### config.mk
export PLATFORM = sky130hd
export DESIGN_NAME = alt_vec_relocator
export DESIGN_NICKNAME = d
export VERILOG_FILES = /design/src/rtl/alt_vec_pkg.sv /design/src/rtl/alt_vec_elig.sv /design/src/rtl/alt_vec_adjust.sv /design/src/rtl/alt_vec_stage.sv /design/src/rtl/alt_vec_relocator.sv
export SDC_FILE = /design/constraint.sdc
export NUM_CORES = 1
export LEC_CHECK = 0
export BUFFER_PORTS_ARGS = -buffer_cell sky130_fd_sc_hd__buf_2
export CAP_MARGIN = 20
export CORE_MARGIN = 2
export CORE_UTILIZATION = 33
export CTS_CLUSTER_DIAMETER = 120
export DETAILED_ROUTE_END_ITERATION = 6
export PLACE_DENSITY = 0.75
export SYNTH_ARGS = -nofsm -noshare
export SYNTH_HDL_FRONTEND = slang
export SYNTH_SLANG_ARGS = --single-unit
### constraint.sdc
create_clock -name clk -period 1.09 [get_ports clk]
set_input_delay 0.0545 -clock clk [delete_from_list [all_inputs] [get_ports clk]]
set_output_delay 0.0545 -clock clk [all_outputs]
set_load 0.05 [all_outputs]
### src/rtl/alt_vec_pkg.sv
// Shared encodings and offsets for the alternate-vector relocator.
// Assumes a 64-bit address and MSR layout with bit 0 as LSB.
package alt_vec_pkg;
    localparam logic [1:0] GEN_OLD_A = 2'b00;
    localparam logic [1:0] GEN_OLD_B = 2'b01;
    localparam logic [1:0] GEN_NEW   = 2'b10;
    localparam logic [1:0] GEN_NONE  = 2'b11;

    localparam logic [2:0] CAUSE_OTHER  = 3'd0;
    localparam logic [2:0] CAUSE_SRESET = 3'd1;
    localparam logic [2:0] CAUSE_MCHECK = 3'd2;
    localparam logic [2:0] CAUSE_HMAINT = 3'd3;
    localparam logic [2:0] CAUSE_SCV    = 3'd4;

    localparam logic [1:0] LVL_NONE = 2'd0;
    localparam logic [1:0] LVL_TWO  = 2'd2;
    localparam logic [1:0] LVL_THREE = 2'd3;

    localparam logic [63:0] OFS_LVL2      = 64'h0000_0000_0001_8000;
    localparam logic [63:0] OFS_LVL3      = 64'hC000_0000_0000_4000;
    localparam logic [63:0] SCV_BASE_BITS = 64'h0000_0000_0001_7000;
    localparam logic [63:0] SCV_LVL3      = 64'hC000_0000_0000_3000;
endpackage

### src/rtl/alt_vec_elig.sv
// Eligibility decision: returns the effective relocation level (0, 2 or 3).
// Assumes cause codes and generation codes from alt_vec_pkg.
module alt_vec_elig
    import alt_vec_pkg::*;
(
    input  logic [1:0] gen_sel,
    input  logic [2:0] cause,
    input  logic       cur_ir,
    input  logic       cur_dr,
    input  logic       cur_hv,
    input  logic       new_hv,
    input  logic [1:0] lpcr_ail,
    input  logic       lpcr_hr,
    input  logic       lpcr_hail,
    output logic [1:0] level
);
    logic mmu_on;
    logic escalate;
    logic protected_cause;

    assign mmu_on   = cur_ir & cur_dr;
    assign escalate = ~cur_hv & new_hv;
    assign protected_cause = (cause == CAUSE_SRESET) || (cause == CAUSE_MCHECK) ||
                             (cause == CAUSE_HMAINT);

    // Purpose: apply the per-generation rules to pick the effective level.
    always_comb begin
        level = LVL_NONE;
        if (!protected_cause) begin
            case (gen_sel)
                GEN_OLD_A, GEN_OLD_B: begin
                    if (mmu_on && !(escalate && !lpcr_hr) && lpcr_ail[1])
                        level = lpcr_ail;
                end
                GEN_NEW: begin
                    if (mmu_on || escalate) begin
                        if (new_hv)
                            level = lpcr_hail ? LVL_THREE : LVL_NONE;
                        else if (lpcr_ail == LVL_THREE)
                            level = LVL_THREE;
                    end
                end
                default: level = LVL_NONE;
            endcase
        end
    end
endmodule

### src/rtl/alt_vec_adjust.sv
// Applies the chosen level to the base vector and base MSR.
// Assumes level is 0, 2 or 3; vectored system calls use their own offset rule.
module alt_vec_adjust
    import alt_vec_pkg::*;
#(
    parameter int XLEN   = 64,
    parameter int IR_BIT = 5,
    parameter int DR_BIT = 4
) (
    input  logic [1:0]      level,
    input  logic            is_scv,
    input  logic [XLEN-1:0] base_vec,
    input  logic [XLEN-1:0] base_msr,
    output logic [XLEN-1:0] vec,
    output logic [XLEN-1:0] msr,
    output logic            applied
);
    localparam logic [XLEN-1:0] XLAT_BITS = (XLEN'(1) << IR_BIT) | (XLEN'(1) << DR_BIT);
    localparam logic [XLEN-1:0] L2_OFS    = XLEN'(OFS_LVL2);
    localparam logic [XLEN-1:0] L3_OFS    = XLEN'(OFS_LVL3);
    localparam logic [XLEN-1:0] SCV_CLR   = XLEN'(SCV_BASE_BITS);
    localparam logic [XLEN-1:0] SCV_L3    = XLEN'(SCV_LVL3);

    assign applied = (level != LVL_NONE);

    // Purpose: force translation on in the handler MSR when relocating.
    always_comb begin
        msr = applied ? (base_msr | XLAT_BITS) : base_msr;
    end

    // Purpose: form the relocated vector for normal and vectored-syscall entry.
    always_comb begin
        vec = base_vec;
        if (is_scv) begin
            if (level == LVL_THREE)
                vec = (base_vec & ~SCV_CLR) | SCV_L3;
        end else begin
            if (level == LVL_TWO)
                vec = base_vec | L2_OFS;
            else if (level == LVL_THREE)
                vec = base_vec | L3_OFS;
        end
    end
endmodule

### src/rtl/alt_vec_stage.sv
// Optional output stage: a register when REG_OUT=1, a wire otherwise.
// Assumes synchronous active-low reset; registered data hold between strobes.
module alt_vec_stage #(
    parameter int XLEN    = 64,
    parameter bit REG_OUT = 1'b1
) (
    input  logic            clk,
    input  logic            rst_n,
    input  logic            d_valid,
    input  logic [XLEN-1:0] d_vec,
    input  logic [XLEN-1:0] d_msr,
    input  logic            d_applied,
    output logic            q_valid,
    output logic [XLEN-1:0] q_vec,
    output logic [XLEN-1:0] q_msr,
    output logic            q_applied
);
    generate
        if (REG_OUT) begin : g_reg
            // Purpose: capture results on a strobe, clear everything on reset.
            always_ff @(posedge clk) begin
                if (!rst_n) begin
                    q_valid   <= 1'b0;
                    q_vec     <= '0;
                    q_msr     <= '0;
                    q_applied <= 1'b0;
                end else begin
                    q_valid <= d_valid;
                    if (d_valid) begin
                        q_vec     <= d_vec;
                        q_msr     <= d_msr;
                        q_applied <= d_applied;
                    end
                end
            end
        end else begin : g_wire
            assign q_valid   = d_valid;
            assign q_vec     = d_vec;
            assign q_msr     = d_msr;
            assign q_applied = d_applied;
        end
    endgenerate
endmodule

### src/rtl/alt_vec_relocator.sv
// Top: decides alternate-location delivery and adjusts vector and MSR.
// Assumes the base vector and base MSR are already formed upstream.
module alt_vec_relocator
    import alt_vec_pkg::*;
#(
    parameter int XLEN    = 64,
    parameter int IR_BIT  = 5,
    parameter int DR_BIT  = 4,
    parameter int HV_BIT  = 60,
    parameter bit REG_OUT = 1'b1
) (
    input  logic            clk,
    input  logic            rst_n,
    input  logic            in_valid,
    input  logic [1:0]      gen_sel,
    input  logic [2:0]      cause,
    input  logic            cur_ir,
    input  logic            cur_dr,
    input  logic            cur_hv,
    input  logic [1:0]      lpcr_ail,
    input  logic            lpcr_hr,
    input  logic            lpcr_hail,
    input  logic [XLEN-1:0] base_vec,
    input  logic [XLEN-1:0] base_msr,
    output logic            out_valid,
    output logic [XLEN-1:0] out_vec,
    output logic [XLEN-1:0] out_msr,
    output logic            applied
);
    logic [1:0]      level;
    logic [XLEN-1:0] adj_vec;
    logic [XLEN-1:0] adj_msr;
    logic            adj_applied;

    alt_vec_elig u_elig (
        .gen_sel   (gen_sel),
        .cause     (cause),
        .cur_ir    (cur_ir),
        .cur_dr    (cur_dr),
        .cur_hv    (cur_hv),
        .new_hv    (base_msr[HV_BIT]),
        .lpcr_ail  (lpcr_ail),
        .lpcr_hr   (lpcr_hr),
        .lpcr_hail (lpcr_hail),
        .level     (level)
    );

    alt_vec_adjust #(.XLEN(XLEN), .IR_BIT(IR_BIT), .DR_BIT(DR_BIT)) u_adjust (
        .level    (level),
        .is_scv   (cause == CAUSE_SCV),
        .base_vec (base_vec),
        .base_msr (base_msr),
        .vec      (adj_vec),
        .msr      (adj_msr),
        .applied  (adj_applied)
    );

    alt_vec_stage #(.XLEN(XLEN), .REG_OUT(REG_OUT)) u_stage (
        .clk       (clk),
        .rst_n     (rst_n),
        .d_valid   (in_valid),
        .d_vec     (adj_vec),
        .d_msr     (adj_msr),
        .d_applied (adj_applied),
        .q_valid   (out_valid),
        .q_vec     (out_vec),
        .q_msr     (out_msr),
        .q_applied (applied)
    );
endmodule

After elaboration in Yosys (flattened, before gate mapping). Index checks and enable logic that the tools add are counted.

Bits in registers: 130.

Muxes and demuxes: 12. Bitwise logic cells: 3. Reductions and logical operators: 11. Equal/unequal tests: 9.

Operators with widths (number): two-way mux 64 bit (4); two-way mux 2 bit (6); equality test 2 bit (second input constant) (4); equality test 3 x 2 -> 1 bit (second input constant) (2); two-way mux 6 bit (1); one-hot mux 2 bit (2 select lines) (1); equality test 3 x 1 -> 1 bit (second input constant) (1); equality test 3 bit (second input constant) (1); logical AND 1 bit (3); logical OR 1 bit (3); AND 1 bit (2); equality test 2 x 1 -> 1 bit (second input constant) (1); logical NOT 1 bit (2); logical NOT 2 bit (1); nonzero test 2 bit (1); OR reduction 2 bit (1); NOT 1 bit (1).

Depth between registers and ports, before layout.
Depth after elaboration: 13. Gate-level depth with buffers: 5. Mapped depth without buffers: 5.

Cells and area by module. Synthesis repeated with hierarchy kept, for this count alone.

Cells, all modules: 568. Area total of the unflattened synthesis: 6100.9 um^2.

By module, submodules not included: alt_vec_stage (sequential area each 2602.5 um^2, cells an instance 418, instances 1, area an instance 5006.1 um^2); alt_vec_adjust (sequential area each 0.0 um^2, cells an instance 136, instances 1, area an instance 987.2 um^2); alt_vec_elig (sequential area each 0.0 um^2, cells an instance 13, instances 1, area an instance 95.1 um^2); alt_vec_relocator (sequential area each 0.0 um^2, cells an instance 1, instances 1, area an instance 12.5 um^2).

Worst setup path before layout. OpenSTA, ideal clock, no wires.

Path type: register to register. Start: register, netlist name u_stage.q_vec[16]. End: register u_stage.q_vec[16]. Library setup time: 62 ps. Arrival: 1075 ps. Path slack: -46 ps. Stages on the path, launching flop included: 5. Cell sequence: dfxtp_1 > o21ai_1 > a21oi_1 > nand3_1 > nand3_1.

RTL lines: end signal, assigned (RTL line alt_vec_stage.sv:30) `q_vec <= d_vec;`; end, declared (RTL line alt_vec_stage.sv:14) `output logic [XLEN-1:0] q_vec,`.

Worst setup path in the final report.
Start: input rst_n. End: register u_stage.q_vec[44].

RTL lines: start, declared (RTL line alt_vec_relocator.sv:13) `input logic rst_n,`.

No word-level cell between the ends.

==> results.sh <==
export IMPL_path_delay_family="buffers and inverters"
export IMPL_synth_cell_types=26
export IMPL_startpoint_type="input port"
export IMPL_area_growth_pct=81.3
export IMPL_initial_utilization_pct=33.8
export IMPL_max_freq_ghz=0.935
export IMPL_cap_viol_max_count=0
export IMPL_finalCritPeriodShare_pct=98.1
export IMPL_critPathRequiredTime_ns=1.37
export IMPL_wl_per_cell_um=15.0
export IMPL_synthSimpleGateAreaFrac_pct=12.5
export IMPL_status="finished clean"
export IMPL_io_buffer_count=272
export IMPL_synth_fp_nets=592
export IMPL_whs_path_depth=4
export IMPL_seq_area_frac_synth_pct=55.2
export IMPL_die_w_um=124
export IMPL_rsz0062_at_grt="yes"
export IMPL_hold_viol_final=0
export IMPL_slew_violations=0
export IMPL_p_sw_mw=3.88
export IMPL_path_class="input port to flop"
export IMPL_path_depth=5
export IMPL_vias_per_cell=4.56
export IMPL_yosys_top_cells_area="dfxtp_1, mux2i_1, nor2_1, buf_2, clkbuf_1"
export IMPL_grt_first_pass_wirelength_mm=23.0
export IMPL_cts_root_buf="clkbuf_16"
export IMPL_totalWireLength_mm=15.7
export IMPL_skew_ns=0
export IMPL_cts_max_path_buffers=2
export IMPL_synth_compound_area_share_pct=3.64
export IMPL_antenna_found_initial=0
export IMPL_slew_headroom_pct=74.5
export IMPL_synth_top_area_share_pct=55.2
export IMPL_netlist_area_mm2=0.00471
export IMPL_vias=4775
export IMPL_clk_pin_slew_ns=0.05
export IMPL_p_leak_nw=4.25
export IMPL_syn_inst=449
export IMPL_cts_tree="yes"
export IMPL_nets=998
export IMPL_reg2reg_depth=4
export IMPL_pin_count=273
export IMPL_dpl_hpwl_mm=8.97
export IMPL_hp_class="input port to flop"
export IMPL_grt_pass1_vias=4890
export IMPL_ys_seq_elements=130
export IMPL_dieArea_mm2=0.0153
export IMPL_grt_overflow_total=0
export IMPL_grt_max_degree=79
export IMPL_tightest_slew_ns=0.383
export IMPL_drt_pass1_iter_count=4
export IMPL_ir_worst_vdd_mv=1.09
export IMPL_rows=43
export IMPL_cts_made_buffers=17
export IMPL_min_period_ns=1.07
export IMPL_swShare_pct=28.6
export IMPL_endpoint_kind="flop"
export IMPL_drive_gt1_share_pct=37.9
export IMPL_crit_buf_inv=4
export IMPL_syn_avg_cell_area_um2=10.5
export IMPL_fp_coreArea_mm2=0.0139
export IMPL_cp_arrival_ns=1.35
export IMPL_yosys_area_share_xor_xnor_pct=0
export IMPL_track_usage_pct=19.7
export IMPL_seqPwrFrac_pct=38.4
export IMPL_synth_top_family_by_area="multiplexers"
export IMPL_htreeDepth=4
export IMPL_die_y_um=124
export IMPL_combPwrFrac_pct=21.2
export IMPL_worst_path_max_fanout=78
export IMPL_antenna_left=0
export IMPL_gp_congestion=0.751
export IMPL_cp_slowest_cell="dlygate4sd3_1"
export IMPL_finalSetupViolCount=0
export IMPL_dr_first_iter_drc_count=149
export IMPL_tns_ns=0
export IMPL_yosys_warnings=0
export IMPL_power_density_mw_per_mm2=1590
export IMPL_muxShareOfSynthArea_pct=25.5
export IMPL_async_flop_share_pct=0
export IMPL_n_antenna_cell=0
export IMPL_cp_cell_sequence="dlygate4sd3_1, buf_2, clkinv_2, buf_12, nor2_1"
export IMPL_synth_top_area_cell="dfxtp_1"
export IMPL_synth_main_ff_cell="dfxtp_1"
export IMPL_synth_fa_ha_area_share_pct=0
export IMPL_synth_edf_count=0
export IMPL_drc_errors=0
export IMPL_cp_slowest_stage_delay_ns=0.55
export IMPL_clockPowerShare_pct=40.4
export IMPL_cts_sinks=130
export IMPL_reg2reg_slack_ns=0.19
export IMPL_insertion_delay_ns=0.40
export IMPL_final_util_pct=61.3
export IMPL_p_int_mw=9.69
## cell usage after synthesis, types with 3 or more instances
master / n
a21oi_1: 5
a31oi_1: 3
buf_2: 15
clkbuf_1: 12
dfxtp_1: 130
inv_1: 5
mux2i_1: 120
nand2_1: 5
nand3_1: 5
nor2_1: 126
o21ai_0: 5
## power by group through the flow
stage	clock, mW	combinational (mW)	sequential, mW
final	5.48	2.88	5.21
after global routing	5.84	3.04	5.23
after CTS	5.61	2.72	5.18
after detailed placement	0	2.34	5.27
after global placement	0	2.32	5.27
after floorplan	0	0.611	6.28
## cell type report
class,count,area [um2]
clock inverters,8,75.1
clock buffers,24,512
multi-input cells,284,1970
inverters,6,23.8
flip-flops and latches,130,2600
fillers,1050,5390
well taps,180,225
repair buffers,416,3140
## cells by family after synthesis
logic type / Yosys count
AOI/OAI and AO/OA: 21
muxes: 120
and+or+nand+nor: 143
buffers and inverters: 35
DFF: 130
## worst paths after layout
path,from,end
setup / recovery,rst_n,u_stage.q_vec[44]$_SDFFE_PN0P_
hold / removal,cause[2],u_stage.q_vec[16]$_SDFFE_PN0P_
setup reg to reg,u_stage.q_vec[16]$_SDFFE_PN0P_,u_stage.q_vec[16]$_SDFFE_PN0P_
hold reg to reg,u_stage.q_msr[41]$_SDFFE_PN0P_,u_stage.q_msr[41]$_SDFFE_PN0P_
## timing repair
action / CTS / global route
endpoints found under the setup margin: 12 / 107
hold buffers: 129 / 0
resized for setup: 12 / 118
hold endpoints to repair: 128 / 0
setup buffers: 0 / 0
## state kept, by name (all words and copies together), names as in the netlist
signal             cells
u_stage.q_valid        1
u_stage.q_applied      1
u_stage.q_vec         64
u_stage.q_msr         64
## per-layer routing
metal / up-vias / GRT usage (%) / part of all wire, % / wire (um)
li1: 2323 / - / - / -
met1: 2228 / 19.5 / 36 / 5610
met2: 184 / 37.1 / 55 / 8660
met3: 40 / 6.64 / 6.2 / 982
met4: 0 / 8.38 / 3.1 / 495
met5: - / 0 / 0 / 0
## layout by cell type (no fill, tap or decap), drive strengths merged
cell         instances
mux2i              120
o221ai               1
a21oi                5
nor2               126
clkinvlp             4
clkinv               4
o21ai                7
nand2                5
bufinv               1
nand3                5
clkbuf             119
dfxtp              130
nor4b                1
o221a                2
nor3                 1
dlygate4sd3        129
o22a                 1
inv                  5
nor3b                1
a221oi               2
nand2b               2
nand3b               1
or2b                 1
buf                192
a31oi                3
## worst min-delay path, cell delays in order
cell and delay [ns]:
buf_2 0.13, a21oi_1 0.08, nand3_1 0.08, nand3_1 0.06
## per-stage QoR
step                hold slack, ns  worst slack (ns)  instance area [um2]  instances  total power, mW
floorplan                    0.188            0.0307                 4720        449             6.89
global placement             0.285            -0.188                 6370        887             7.59
detailed placement           0.295            -0.225                 6370        887             7.62
CTS                         0.0229         0.0000356                 8280       1048             13.5
global route                0.0504           -0.0283                 8550       1048             14.1
finish                      0.0448            0.0210                 8550       1048             13.6
Note: power is estimated with default switching activity, not from simulation.
